<file path="config.mk">
export PLATFORM = sky130hd
export DESIGN_NAME = strap_cfg_latch
export DESIGN_NICKNAME = d
export VERILOG_FILES = /design/src/rtl/strap_pkg.sv /design/src/rtl/strap_sampler.sv /design/src/rtl/strap_seq.sv /design/src/rtl/strap_decode.sv /design/src/rtl/strap_cfg_latch.sv
export SDC_FILE = /design/constraint.sdc
export NUM_CORES = 1
export LEC_CHECK = 0
export BUFFER_PORTS_ARGS = -buffer_cell sky130_fd_sc_hd__buf_2
export CAP_MARGIN = 40
export CORE_AREA = 2 2 39 41
export DETAILED_ROUTE_END_ITERATION = 8
export DIE_AREA = 0 0 41 43
export PLACE_DENSITY = 0.65
export REMOVE_ABC_BUFFERS = 1
export SYNTH_ARGS = -nofsm -noshare
export SYNTH_HDL_FRONTEND = slang
export SYNTH_HIERARCHICAL = 1
export SYNTH_SLANG_ARGS = --single-unit
</file>
<file path="constraint.sdc">
create_clock -name clk_i -period 2.2 [get_ports clk_i]
set_clock_uncertainty 0.1 [all_clocks]
set_input_delay 0.22 -clock clk_i [delete_from_list [all_inputs] [get_ports clk_i]]
set_output_delay 0.22 -clock clk_i [all_outputs]
set_load 0.02 [all_outputs]
</file>
<file path="src/rtl/strap_pkg.sv">
package strap_pkg;
  localparam int FS_W    = 3;
  localparam int STRAP_W = FS_W + 1;
  localparam int RATE_W  = 3;

  localparam logic [FS_W-1:0] FS_TEST = 3'b011;
  localparam logic [FS_W-1:0] FS_TRI  = 3'b111;

  typedef struct packed {
    logic [FS_W-1:0] fs;       // FS2..FS0
    logic            bus_sel;
  } strap_t;

  typedef struct packed {
    logic [RATE_W-1:0] rate;
    logic              bus_sync;
    logic              test_mode;
    logic              tristate;
  } cfg_t;

  localparam cfg_t CFG_SAFE = '{rate: '0, bus_sync: 1'b0, test_mode: 1'b0, tristate: 1'b1};

  function automatic cfg_t decode_strap(strap_t s);
    cfg_t c;
    c = '{rate: '0, bus_sync: s.bus_sel, test_mode: 1'b0, tristate: 1'b0};
    case (s.fs)
      3'b000: c.rate = 3'd0;
      3'b100: c.rate = 3'd1;
      3'b001: c.rate = 3'd2;
      3'b010: c.rate = 3'd3;
      3'b101: c.rate = 3'd4;
      3'b110: c.rate = 3'd5;
      FS_TEST: c.test_mode = 1'b1;
      default: c = CFG_SAFE;
    endcase
    return c;
  endfunction
endpackage

</file>
<file path="src/rtl/strap_sampler.sv">
module strap_sampler
  import strap_pkg::*;
(
  input  logic               clk_i,
  input  logic               rst_ni,
  input  logic               cap_en_i,
  input  logic [STRAP_W-1:0] pad_lvl_i,
  input  logic [STRAP_W-1:0] pad_hiz_i,
  output strap_t             code_o
);
  logic [STRAP_W-1:0] res;
  logic [STRAP_W-1:0] code_q;

  // internal pull-up: floating pad resolves high
  for (genvar b = 0; b < STRAP_W; b++) begin : g_pull
    assign res[b] = pad_hiz_i[b] | pad_lvl_i[b];
  end

  // no reset: capture must run while reset is held
  always_ff @(posedge clk_i) begin
    if (cap_en_i) code_q <= res;
  end

  assign code_o = strap_t'(code_q);

  AST_CODE_FROZEN: assert property (@(posedge clk_i) disable iff (!rst_ni)
    !cap_en_i |=> $stable(code_q));
endmodule

</file>
<file path="src/rtl/strap_seq.sv">
module strap_seq
  import strap_pkg::*;
(
  input  logic               clk_i,
  input  logic               rst_ni,
  output logic               cap_en_o,
  output logic               load_o,
  output logic [STRAP_W-1:0] pad_oe_o
);
  logic rel_q, oe_q;

  always_ff @(posedge clk_i or negedge rst_ni) begin
    if (!rst_ni) begin
      rel_q <= 1'b0;
      oe_q  <= 1'b0;
    end else begin
      rel_q <= 1'b1;
      oe_q  <= rel_q;
    end
  end

  assign cap_en_o = ~rel_q;
  assign load_o   = rel_q & ~oe_q;
  assign pad_oe_o = {STRAP_W{oe_q}};

  AST_OE_AFTER_CAP: assert property (@(posedge clk_i) disable iff (!rst_ni)
    $rose(oe_q) |-> $past(rel_q));
  AST_OE_STICKY: assert property (@(posedge clk_i) disable iff (!rst_ni)
    oe_q |=> oe_q);
endmodule

</file>
<file path="src/rtl/strap_decode.sv">
module strap_decode
  import strap_pkg::*;
(
  input  logic   clk_i,
  input  logic   rst_ni,
  input  logic   load_i,
  input  strap_t code_i,
  output cfg_t   cfg_o
);
  cfg_t cfg_q;

  always_ff @(posedge clk_i or negedge rst_ni) begin
    if (!rst_ni)     cfg_q <= CFG_SAFE;
    else if (load_i) cfg_q <= decode_strap(code_i);
  end

  assign cfg_o = cfg_q;

  AST_FLAGS_EXCL: assert property (@(posedge clk_i) disable iff (!rst_ni)
    $onehot0({cfg_q.test_mode, cfg_q.tristate}));
  AST_TRI_QUIET: assert property (@(posedge clk_i) disable iff (!rst_ni)
    cfg_q.tristate |-> (!cfg_q.bus_sync && cfg_q.rate == '0));
  AST_TEST_RATE: assert property (@(posedge clk_i) disable iff (!rst_ni)
    cfg_q.test_mode |-> cfg_q.rate == '0);
endmodule

</file>
<file path="src/rtl/strap_cfg_latch.sv">
module strap_cfg_latch
  import strap_pkg::*;
(
  input  logic               clk_i,
  input  logic               rst_ni,
  input  logic [STRAP_W-1:0] pad_lvl_i,
  input  logic [STRAP_W-1:0] pad_hiz_i,
  output logic [STRAP_W-1:0] pad_oe_o,
  output logic [RATE_W-1:0]  cpu_rate_o,
  output logic               bus_sync_o,
  output logic               test_mode_o,
  output logic               tristate_o
);
  logic   cap_en, load;
  strap_t code;
  cfg_t   cfg;

  strap_seq u_seq (
    .clk_i    (clk_i),
    .rst_ni   (rst_ni),
    .cap_en_o (cap_en),
    .load_o   (load),
    .pad_oe_o (pad_oe_o)
  );

  strap_sampler u_sampler (
    .clk_i     (clk_i),
    .rst_ni    (rst_ni),
    .cap_en_i  (cap_en),
    .pad_lvl_i (pad_lvl_i),
    .pad_hiz_i (pad_hiz_i),
    .code_o    (code)
  );

  strap_decode u_decode (
    .clk_i  (clk_i),
    .rst_ni (rst_ni),
    .load_i (load),
    .code_i (code),
    .cfg_o  (cfg)
  );

  assign cpu_rate_o  = cfg.rate;
  assign bus_sync_o  = cfg.bus_sync;
  assign test_mode_o = cfg.test_mode;
  assign tristate_o  = cfg.tristate;

  AST_SAFE_UNTIL_OE: assert property (@(posedge clk_i) disable iff (!rst_ni)
    !pad_oe_o[0] |-> tristate_o);
  AST_TRI_CODE: assert property (@(posedge clk_i) disable iff (!rst_ni)
    (pad_oe_o[0] && code.fs == FS_TRI) |-> tristate_o);
  AST_TEST_CODE: assert property (@(posedge clk_i) disable iff (!rst_ni)
    (pad_oe_o[0] && code.fs == FS_TEST) |-> test_mode_o);
endmodule

</file>
# == Yosys cells after proc, flatten, opt, wreduce, memory -nomap -nowiden ==
# Index checks and enable logic that the tools add are counted.
# word_totals
elab_cells,25
in_bits,10
ramBits,0
reg_bits,12
memories,0
latchBits,0
mem_bits_ro,0
output_inout_bits,10
# classes
multipliers,0
n_mux,4
reduce_logical,2
shifts,0
div,0
n_eq_ne,6
order_cmp,0
n_addsub,0
bitwise,6
# ops
op,count
one-hot mux 3 bit (5 select lines),1
== test 3 bit (second input constant),3
OR reduction 7 bit,1
== test 3 x 2 -> 1 bit (second input constant),2
OR 1 bit,4
== test 3 x 1 -> 1 bit (second input constant),1
logical NOT 3 bit,1
two-way mux 1 bit,3
AND 1 bit,1
inverter 1 bit,1

# == Logic depth before layout (Yosys ltp) ==
# Gate-level depths: netlist of the first run.
# logic_depth
word_depth,3
mapped_depth,4
mapped_depth_nobuf,3

# == Modules after synthesis ==
# The synthesis of the first run kept the hierarchy.
# by_module_without_submodules
module,area_per_inst_um2,n_inst,cells_each,seq_area_each_um2
strap_decode,265.3,1,25,151.4
strap_sampler,145.1,1,8,120.1
strap_seq,101.3,1,9,50.0

# == Least setup slack after synthesis of the first run ==
# Ideal clock, no wire load.
# synth_path
path_kind,register to register
from,register u_seq.oe_q
to,"register u_decode.cfg_q, in the netlist u_decode/cfg_o[0]"
slack_ns,1.021
arrival_time_ns,0.997
setup_ns,0.082
period_less_slack_ns,1.179
required_time_ns,2.018
path_buffers,1
path_stages_with_launch,4
cell_sequence,dfrtp_1 > nor2b_4 > buf_2 > mux2_4
# synth_between
elab_chain_cells,2
# synth_lines
item,line,source
"start, declared",strap_seq.sv:10,"logic rel_q, oe_q;"
"start signal, assigned",strap_seq.sv:18,oe_q <= rel_q;
inverter 1 bit,strap_seq.sv:23,assign load_o = rel_q & ~oe_q;
AND 1 bit,strap_seq.sv:23,
named net load,strap_cfg_latch.sv:14,"logic cap_en, load;"
"end signal, assigned",strap_decode.sv:14,else if (load_i) cfg_q <= decode_strap(code_i);
"end, declared",strap_decode.sv:10,cfg_t cfg_q;
# The timed path passes the listed nets, and every way through them passes these cells.
# A chain may end at the register's enable or synchronous reset.

# == Worst setup path in the final report of the first run ==
# layout_path
from,"register u_decode.cfg_q, in the netlist u_decode/cfg_o[0]"
to,output port tristate_o
# layout_lines
item,line,source
"end, declared",strap_cfg_latch.sv:12,output logic tristate_o
# No word-level cell between the ends.

==> flow_metrics.py, run 1 <==
metrics = {
    "status": {
        "outcome": "completed",
    },
    "sta": {
        "period_share": 0.5789,
        "clock.fmax_mhz": 785.2,
        "fin_crit_ns": 1.274,
        "rsz0062_at_grt": "no",
        "finalSetupViolations": 0,
        "whs_ns": 0.09975,
        "final.setup.tns_ns": 0,
        "hold_viol_final": 0,
        "slew_violations": 0,
    },
    "global_route": {
        "gr-total-overflow": 0,
        "antenna_found_initial": 0,
        "track_usage": 0.1089,
        "grt_start_max_net_pins": 10,
        "grt_pass1_vias": 283,
        "grt_pass1_wl_um": 1173,
    },
    "yosys": {
        "ys_warn_count": 6,
        "syn_area_per_cell_sq_um": 12.18,
        "synthArstFlopShare": 0.6667,
        "synthesis.area_sq_um": 511.7,
        "seq_area_frac_synth": 0.6284,
        "syn_inst": 42,
        "synthTopCellsByCount": "dfrtp_1 (7), inv_1 (6)",
        "ys_ff_latch": 12,
        "synthFlopType": "dfrtp_1",
        "synthDistinctLibCells": 17,
        "synth_area_leaders": "dfrtp_1 (34%), edfxtp_1 (23%), buf_4 (5.9%), dfstp_2 (5.1%), o22ai_1 (4.9%)",
        "yosysTopAreaCell": "dfrtp_1",
        "yosysMostFrequentCell": "dfrtp_1",
        "synth_edf_count": 4,
        "synth_top_area_share": 0.3423,
    },
    "finish": {
        "layout-drive-gt1-share": 0.4098,
        "area_delta_synth_final_pct": 22.74,
        "design_area_sq_um": 628.1,
        "fin_util": 0.4539,
        "insertedDiodeCount": 0,
        "nets": 72,
        "fillCellCount": 145,
        "instances_no_fill": 77,
    },
    "die": {
        "start_util": 0.3698,
        "fp.coreArea_sq_um": 1384,
        "io_pins": 20,
        "dieArea_sq_um": 1763,
        "die_h_um": 43,
        "die_w_um": 41,
        "rows": 14,
    },
    "place": {
        "place_inst": 72,
        "hpwl_um": 606.8,
        "gp_congestion": 0.6025,
        "place_area_sq_um": 591.8,
        "io_buffer_count": 19,
    },
    "power_and_ir_drop": {
        "p_leak_nw": 0.3064,
        "power_density_nw_per_um2": 785.5,
        "peakVddDrop_uv": 220.8,
    },
    "detailed_routing": {
        "viasPerCell": 4.208,
        "wl_per_cell_um": 10.43,
        "drtIter0Drc": 0,
        "dr_total_vias": 324,
        "wirelength_um": 803,
        "drc": 0,
        "ant_nets": 0,
        "first_pass_iters": 1,
    },
    "clocking": {
        "clk_pin_slew_worst_paths_ns": 0.08,
        "clockBufferDepth": 2,
        "clk_latency_ns": 0.27,
        "htreeDepth": 1,
        "cts_resized": 0,
        "cts_setup_buffers": 0,
        "cts_tree": "yes",
        "cts.sinks": 12,
        "clockRootBuffer": "clkbuf_4",
        "cts-buffers-inserted": 3,
    },
    "setup_path": {
        "cp_top_family": "flip-flops",
        "max_stage_delay_ns": 0.53,
        "crit_buf_inv": 1,
        "path_cells": "buf_2",
        "startpoint_type": "flip-flop",
        "cp.required_ns": 1.88,
        "criticalPathCategory": "flip-flop to output pin",
        "cp_max_fo": 2,
        "cp-end-kind": "output pin",
        "crit_path_top_delay_cell": "dfstp_2",
        "crit_arrival_ns": 0.95,
    },
    "run": {
        "cap_violations": 0,
    },
    "min_path": {
        "hold_class": "input pin to flip-flop",
    },
}
==> logic make-up after synthesis <==
logic type             Yosys count  synth area share
AO/OA/AOI/OAI                    5           0.06357
XOR/XNOR                         1           0.01712
buffers and inverters           11            0.1125
flip-flops                      12            0.6284
multiplexers                     2           0.04889
other                            1          0.007328
AND/OR/NAND/NOR                 10            0.1222
==> final timing paths <==
kind,startpoint,endpoint,slack [ns],cells past startpoint
worst max register to register,u_seq/oe_q$_DFF_PN0_,u_decode/cfg_o[0]$_DFFE_PN1P_,1.03,2
max in group asynchronous,rst_ni,u_decode/cfg_o[0]$_DFFE_PN1P_,1.55,2
worst min-delay path,pad_hiz_i[3],u_sampler/code_o[3]$_DFFE_PP_,0.1,2
worst min register to register,u_seq/rel_q$_DFF_PN0_,u_seq/oe_q$_DFF_PN0_,0.33,0
worst max-delay path,u_decode/cfg_o[0]$_DFFE_PN1P_,tristate_o,0.93,1
min in group asynchronous,rst_ni,u_decode/cfg_o[1]$_DFFE_PN0P_,0.21,2
==> registers in the layout, indices dropped and copies added, names as in the netlist <==
| register | flops |
|---|---|
| u_sampler/code_o | 4 |
| u_decode/cfg_o | 6 |
| u_seq/oe_q | 1 |
| u_seq/rel_q | 1 |
==> per-stage QoR <==
| step | setup slack, ns | total power (W) |
|---|---|---|
| 4_1_cts | 0.9103 | 0.0005019 |
| 3_5_place_dp | 1.040 | 0.0003560 |
| 6_report | 0.9264 | 0.0004934 |
| 3_3_place_gp | 1.067 | 0.0003531 |
| 5_1_grt | 0.8788 | 0.0005267 |
| 2_1_floorplan | 0.7184 | 0.0003221 |
==> repair_timing <==
action | 4_1_cts | 5_1_grt
setup endpoints to repair | 0 | 0
hold endpoints to repair | 8 | 0
hold buffers | 1 | 0
==> layout by cell type (no fill, tap or decap), types with 3 or more instances in the layout <==
master and count:
clkbuf_4 3, buf_2 19, o22ai_1 4, nand2_1 3, dfrtp_1 7, edfxtp_1 4
or2_1 4, inv_1 6
==> metal layers <==
layer / up-vias / global-route usage / share of wire
li1: 168 / - / -
met1: 138 / 0.1074 / 0.41
met2: 16 / 0.1594 / 0.50
met3: 2 / 0.03141 / 0.071
met4: 0 / 0.1200 / 0.017
met5: - / 0 / 0
==> area by class of cell <==
type | instances | area [sq um] | share of cell area
Multi-Input combinational cell | 19 | 132.6 | 0.2112
Timing Repair Buffer | 20 | 105.1 | 0.1673
Sequential cell | 12 | 321.6 | 0.5120
Clock buffer | 4 | 26.28 | 0.04183
Tap cell | 16 | 20.02 | 0.03187
Inverter | 6 | 22.52 | 0.03586
==> power breakdown <==
group          switching [W]  internal, W  total (W)
Clock              0.0000724    0.0000702   0.000143
Combinational      0.0000482    0.0000362  0.0000844
Sequential         0.0000122     0.000254   0.000266
Note: power is estimated with default switching activity, not from simulation.
==> inputs of run 2 (changes only) <==
- PLACE_DENSITY: 0.65 -> 0.68
- clock period: 2.2 -> 1 ns (I/O delays scaled with it)
==> run 2 against run 1 <==
  * The run now ends with hold timing, setup timing left
  * Highest routed layer is now met3
  * Routed wire length grew 19%
  * Combinational power grew to 3.6 times the previous value
  * Die area is the same
==> flow_metrics.py, run 2 (synthesis gave the netlist of run 1 again) <==
metrics = {
    "setup_path": {
        "cp_max_fo": 5,
        "criticalPathCategory": "flip-flop to flip-flop",
        "crit_path_top_delay_cell": "dfrtp_1",
        "cp_top_family": "flip-flops",
        "cp-startpoint": "u_seq/oe_q$_DFF_PN0_",
        "max_stage_delay_ns": 0.40,
        "path_cells": "buf_6 > nor2b_4 > mux2_4",
        "cp.required_ns": 1.10,
        "cp-end-kind": "flip-flop",
        "crit_arrival_ns": 1.27,
        "rr_startpoint": "u_seq/oe_q$_DFF_PN0_",
        "startpoint_type": "flip-flop",
        "crit_buf_inv": 1,
    },
    "clocking": {
        "clk_latency_ns": 0.27,
        "cts-buffers-inserted": 3,
        "cts_tree": "yes",
        "postCtsHoldBufs": 4,
        "cts.sinks": 12,
        "clk_pin_slew_worst_paths_ns": 0.07,
        "clockBufferDepth": 2,
        "clockRootBuffer": "clkbuf_4",
        "htreeDepth": 1,
    },
    "finish": {
        "mostFrequentLayoutCells": "buf_4 (11), buf_6 (9), buf_2 (8)",
        "nets": 84,
        "layout-drive-gt1-share": 0.5068,
        "insertedDiodeCount": 0,
        "fillCellCount": 119,
        "largest_reg_flops": 6,
        "area_delta_synth_final_pct": 57.21,
        "layout_commonest_cell": "buf_4",
    },
    "global_route": {
        "grt_pass1_vias": 345,
        "grt_pass1_wl_um": 1400,
        "antenna_found_initial": 0,
        "grt_start_max_net_pins": 9,
        "gr-total-overflow": 0,
        "track_usage": 0.1251,
    },
    "sta": {
        "rsz0062_at_grt": "yes",
        "hold_viol_final": 4,
        "finalSetupViolations": 12,
        "whs_ns": -0.02136,
        "clock.fmax_mhz": 859.1,
        "final.setup.tns_ns": -1.634,
        "fin_crit_ns": 1.164,
        "layout_setup_ws_ns": -0.1641,
        "period_share": 1.164,
        "slew_violations": 0,
    },
    "die": {
        "die_w_um": 41,
        "dieArea_sq_um": 1763,
        "io_pins": 20,
        "fp.coreArea_sq_um": 1384,
        "start_util": 0.3698,
        "die_h_um": 43,
        "rows": 14,
    },
    "place": {
        "io_buffer_count": 19,
        "pre_cts_ws_ns": -0.04309,
        "hpwl_um": 642.6,
        "gp_congestion": 0.6999,
    },
    "power_and_ir_drop": {
        "peakVddDrop_uv": 625.8,
        "finalPower_w": 0.001201,
        "power_density_nw_per_um2": 1493,
        "p_leak_nw": 0.3941,
    },
    "min_path": {
        "hold_class": "input pin to flip-flop",
        "hold_start": "pad_lvl_i[2]",
    },
    "run": {
        "cap_violations": 0,
    },
    "status": {
        "violations": "hold timing, setup timing",
        "outcome": "finished, violations left",
    },
    "detailed_routing": {
        "wl_per_cell_um": 10.71,
        "ant_nets": 0,
        "drc": 0,
        "wirelength_um": 953,
        "dr_total_vias": 380,
        "first_pass_iters": 2,
        "viasPerCell": 4.270,
        "drtIter0Drc": 1,
    },
}
## run 2: cell count changes in the layout (fill, tap and decap cells not counted), sizes merged
| cell | delta |
|---|---|
| dlymetal6s4s | +1 |
| buf | +9 |
| dlygate4sd3 | +2 |
## run 2: what timing repair did
| action | 4_1_cts | 5_1_grt |
|---|---|---|
| setup buffers | 3 | 1 |
| endpoints found under the setup margin | 16 | 18 |
| hold endpoints to repair | 12 | 3 |
| gates resized for setup | 12 | 11 |
| pin swaps | 0 | 1 |
## run 2: worst paths after layout
kind                       slack (ns)                            end  depth (start not counted)
max                             -0.16  u_decode/cfg_o[0]$_DFFE_PN1P_                          3
min                             -0.02  u_sampler/code_o[2]$_DFFE_PP_                          2
max reg2reg                     -0.16  u_decode/cfg_o[0]$_DFFE_PN1P_                          3
min reg2reg                      0.31           u_seq/oe_q$_DFF_PN0_                          0
max in group asynchronous        0.46  u_decode/cfg_o[0]$_DFFE_PN1P_                          2
min in group asynchronous        0.11  u_decode/cfg_o[1]$_DFFE_PN0P_                          2
## run 2: area by class of cell
cell class | count | area [sq um] | share of cell area
inverters | 6 | 22.52 | 0.02799
well taps | 16 | 20.02 | 0.02488
multi-input cells | 19 | 147.6 | 0.1835
flip-flops and latches | 12 | 321.6 | 0.3997
clock buffers | 4 | 26.28 | 0.03266
repair buffers | 32 | 266.5 | 0.3313
## run 2: stage by stage
| step | std cells | area (sq um) | utilization |
|---|---|---|---|
| floorplan | 37 | 476.7 | - |
| global placement | 78 | 636.9 | 0.4602 |
| detailed placement | 78 | 636.9 | 0.4602 |
| CTS | 89 | 763.2 | 0.5515 |
| global route | 89 | 804.5 | 0.5814 |
| finish | 89 | 804.5 | 0.5814 |
## run 2: where the power goes
part | internal (W) | switching [W]
registers | 0.000560 | 0.0000315
clock network | 0.000154 | 0.000153
logic | 0.000174 | 0.000128
total | 0.000888 | 0.000313
## run 2: routing by layer
metal  share of wire  global-route usage  vias up
met5               0                   0        -
met2            0.58              0.2031       13
met4               0              0.1000        0
met1            0.37              0.1242      174
li1                -                   -      193
met3           0.051             0.03141        0
==> inputs of run 3 (changes only) <==
- PLACE_DENSITY: 0.68 -> 0.7
==> run 3 against run 2 <==
  * The flow still finishes with violations (hold timing, setup timing)
  * Clock power decreased by 1%
  * Via count up 3.9%
  * Sequential share of layout area is 1.1 points lower
  * Sequential power hardly changed
  * Register-to-register slack is essentially flat
  * Routed wire length shrank 2.2%
  * Maximum frequency is essentially flat
  * Total power increased by 1.5%
  * Combinational power up 7.3%
  * Utilization up 1.6 points
==> flow_metrics.py, run 3 (synthesis gave the netlist of run 1 again) <==
metrics = {
    "power_and_ir_drop": {
        "p_switching_w": 0.0003162,
        "power_density_nw_per_um2": 1474,
        "seq_power_share": 0.486,
        "clkPwrFrac": 0.248,
        "peakVddDrop_uv": 858.9,
        "switching_share": 0.2593,
        "p_leak_nw": 0.4054,
        "comb_power_share": 0.266,
        "p_int_w": 0.0009032,
    },
    "detailed_routing": {
        "wl_per_cell_um": 10.47,
        "drc": 0,
        "wl_met2_um": 548,
        "routed.top_layer": "met3",
        "drtIter0Drc": 0,
        "ant_nets": 0,
        "wirelength_um": 932,
        "dr_total_vias": 395,
        "wl_met1_um": 328,
        "first_pass_iters": 1,
        "wl_met3_um": 56,
        "viasPerCell": 4.438,
    },
    "die": {
        "die_h_um": 43,
        "rows": 14,
        "dieArea_sq_um": 1763,
        "io_pins": 20,
        "die_w_um": 41,
        "start_util": 0.3698,
        "fp.coreArea_sq_um": 1384,
    },
    "setup_path": {
        "critical_path.endpoint": "u_decode/cfg_o[3]$_DFFE_PN0P_",
        "cp-end-kind": "flip-flop",
        "r2r_setup_slack_ns": -0.17,
        "cp.required_ns": 1.09,
        "cp_max_fo": 4,
        "crit_arrival_ns": 1.26,
        "r2r_cells": 4,
        "cp-startpoint": "u_seq/oe_q$_DFF_PN0_",
        "rr_startpoint": "u_seq/oe_q$_DFF_PN0_",
        "startpoint_type": "flip-flop",
        "criticalPathCategory": "flip-flop to flip-flop",
        "r2r_end": "u_decode/cfg_o[3]$_DFFE_PN0P_",
    },
    "global_route": {
        "grt_pass1_vias": 366,
        "track_usage": 0.1170,
        "antenna_found_initial": 0,
        "gr-total-overflow": 0,
        "grt_pass1_wl_um": 1359,
        "grt_start_max_net_pins": 9,
    },
    "clocking": {
        "cts-buffers-inserted": 3,
        "htreeDepth": 1,
        "clk_latency_ns": 0.27,
        "clockRootBuffer": "clkbuf_4",
        "clk_pin_slew_worst_paths_ns": 0.07,
        "cts_tree": "yes",
        "clockBufferDepth": 2,
        "postCtsHoldBufs": 4,
        "cts.sinks": 12,
    },
    "sta": {
        "finalSetupViolations": 11,
        "hold_viol_final": 4,
        "rsz0062_at_grt": "yes",
        "fin_crit_ns": 1.165,
        "layout_setup_ws_ns": -0.1651,
        "slew_violations": 0,
        "clock.fmax_mhz": 858.3,
        "whs_ns": -0.01727,
        "period_share": 1.165,
    },
    "place": {
        "gp_congestion": 0.6861,
        "place_inst": 77,
        "io_buffer_count": 19,
        "hpwl_um": 626.4,
    },
    "status": {
        "outcome": "finished, violations left",
        "violations": "hold timing, setup timing",
    },
    "finish": {
        "nets": 84,
        "area_delta_synth_final_pct": 61.61,
        "fillCellCount": 117,
        "layout-drive-gt1-share": 0.5479,
        "layout_commonest_cell": "buf_4",
        "insertedDiodeCount": 0,
        "largest_reg_flops": 6,
        "mostFrequentLayoutCells": "buf_4 (12), buf_6 (9), buf_2 (7), dfrtp_1 (7), inv_1 (6)",
        "instances_no_fill": 89,
    },
    "min_path": {
        "hold_class": "input pin to flip-flop",
    },
    "run": {
        "cap_violations": 0,
    },
}
==> run 3: cell counts in the layout (fill, tap and decap cells not counted) <==
Identical to the previous run, type by type.
==> run 3: cell type report <==
type,instances,area (sq um),share of cell area
Clock buffer,4,26.28,0.03177
Timing Repair Buffer,32,269.0,0.3253
Multi-Input combinational cell,19,167.7,0.2027
Inverter,6,22.52,0.02723
Tap cell,16,20.02,0.02421
Sequential cell,12,321.6,0.3888
==> run 3: worst min-delay path by stage <==
stage,from,end,slack [ns],cells past startpoint
global route,pad_lvl_i[1],u_sampler/code_o[1]$_DFFE_PP_,-0.02,2
CTS,pad_lvl_i[2],u_sampler/code_o[2]$_DFFE_PP_,-0.03,2
global placement,rst_ni,u_decode/cfg_o[5]$_DFFE_PN0P_,-0.15,1
floorplan,rst_ni,u_decode/cfg_o[1]$_DFFE_PN0P_,-0.30,0
detailed placement,rst_ni,u_decode/cfg_o[5]$_DFFE_PN0P_,-0.15,1
finish,pad_lvl_i[1],u_sampler/code_o[1]$_DFFE_PP_,-0.02,2
==> run 3: per-stage QoR <==
step / worst slack, ns / cell area, sq um / utilization / setup TNS (ns) / power, W
after floorplan: -0.4816 / 476.7 / - / -2.365 / 0.0007087
after global placement: -0.03230 / 629.4 / 0.4548 / -0.08225 / 0.0007932
after detailed placement: -0.04153 / 629.4 / 0.4548 / -0.1773 / 0.0007986
after CTS: -0.1491 / 770.7 / 0.5570 / -1.496 / 0.001196
after global routing: -0.2005 / 827.0 / 0.5976 / -2.111 / 0.001291
final: -0.1651 / 827.0 / 0.5976 / -1.579 / 0.001219
==> run 3: power groups by stage <==
| stage | Sequential, W | Clock (W) | Combinational [W] |
|---|---|---|---|
| 5_1_grt | 0.000600 | 0.000341 | 0.000350 |
| 4_1_cts | 0.000591 | 0.000324 | 0.000281 |
| 3_3_place_gp | 0.000592 | 0 | 0.000201 |
| 6_report | 0.000592 | 0.000303 | 0.000324 |
| 3_5_place_dp | 0.000595 | 0 | 0.000204 |
| 2_1_floorplan | 0.000647 | 0 | 0.0000620 |
==> run 3: critical path, cell delays in order (launching register included) <==
cell     delay [ns]
dfrtp_1        0.39
buf_6          0.12
nor2b_4        0.17
buf_6          0.14
mux2i_1        0.17
==> run 3: timing repair <==
action | 4_1_cts | 5_1_grt
resized for setup | 15 | 11
endpoints found under the setup margin | 16 | 19
buffers inserted | 4 | 2
pin swaps | 0 | 4
hold endpoints to repair | 12 | 2
==> run 3: per-layer routing <==
layer,global-route usage,vias up
met4,0.08000,0
met3,0.03141,0
met1,0.1208,189
li1,-,192
met5,0,-
met2,0.1906,14
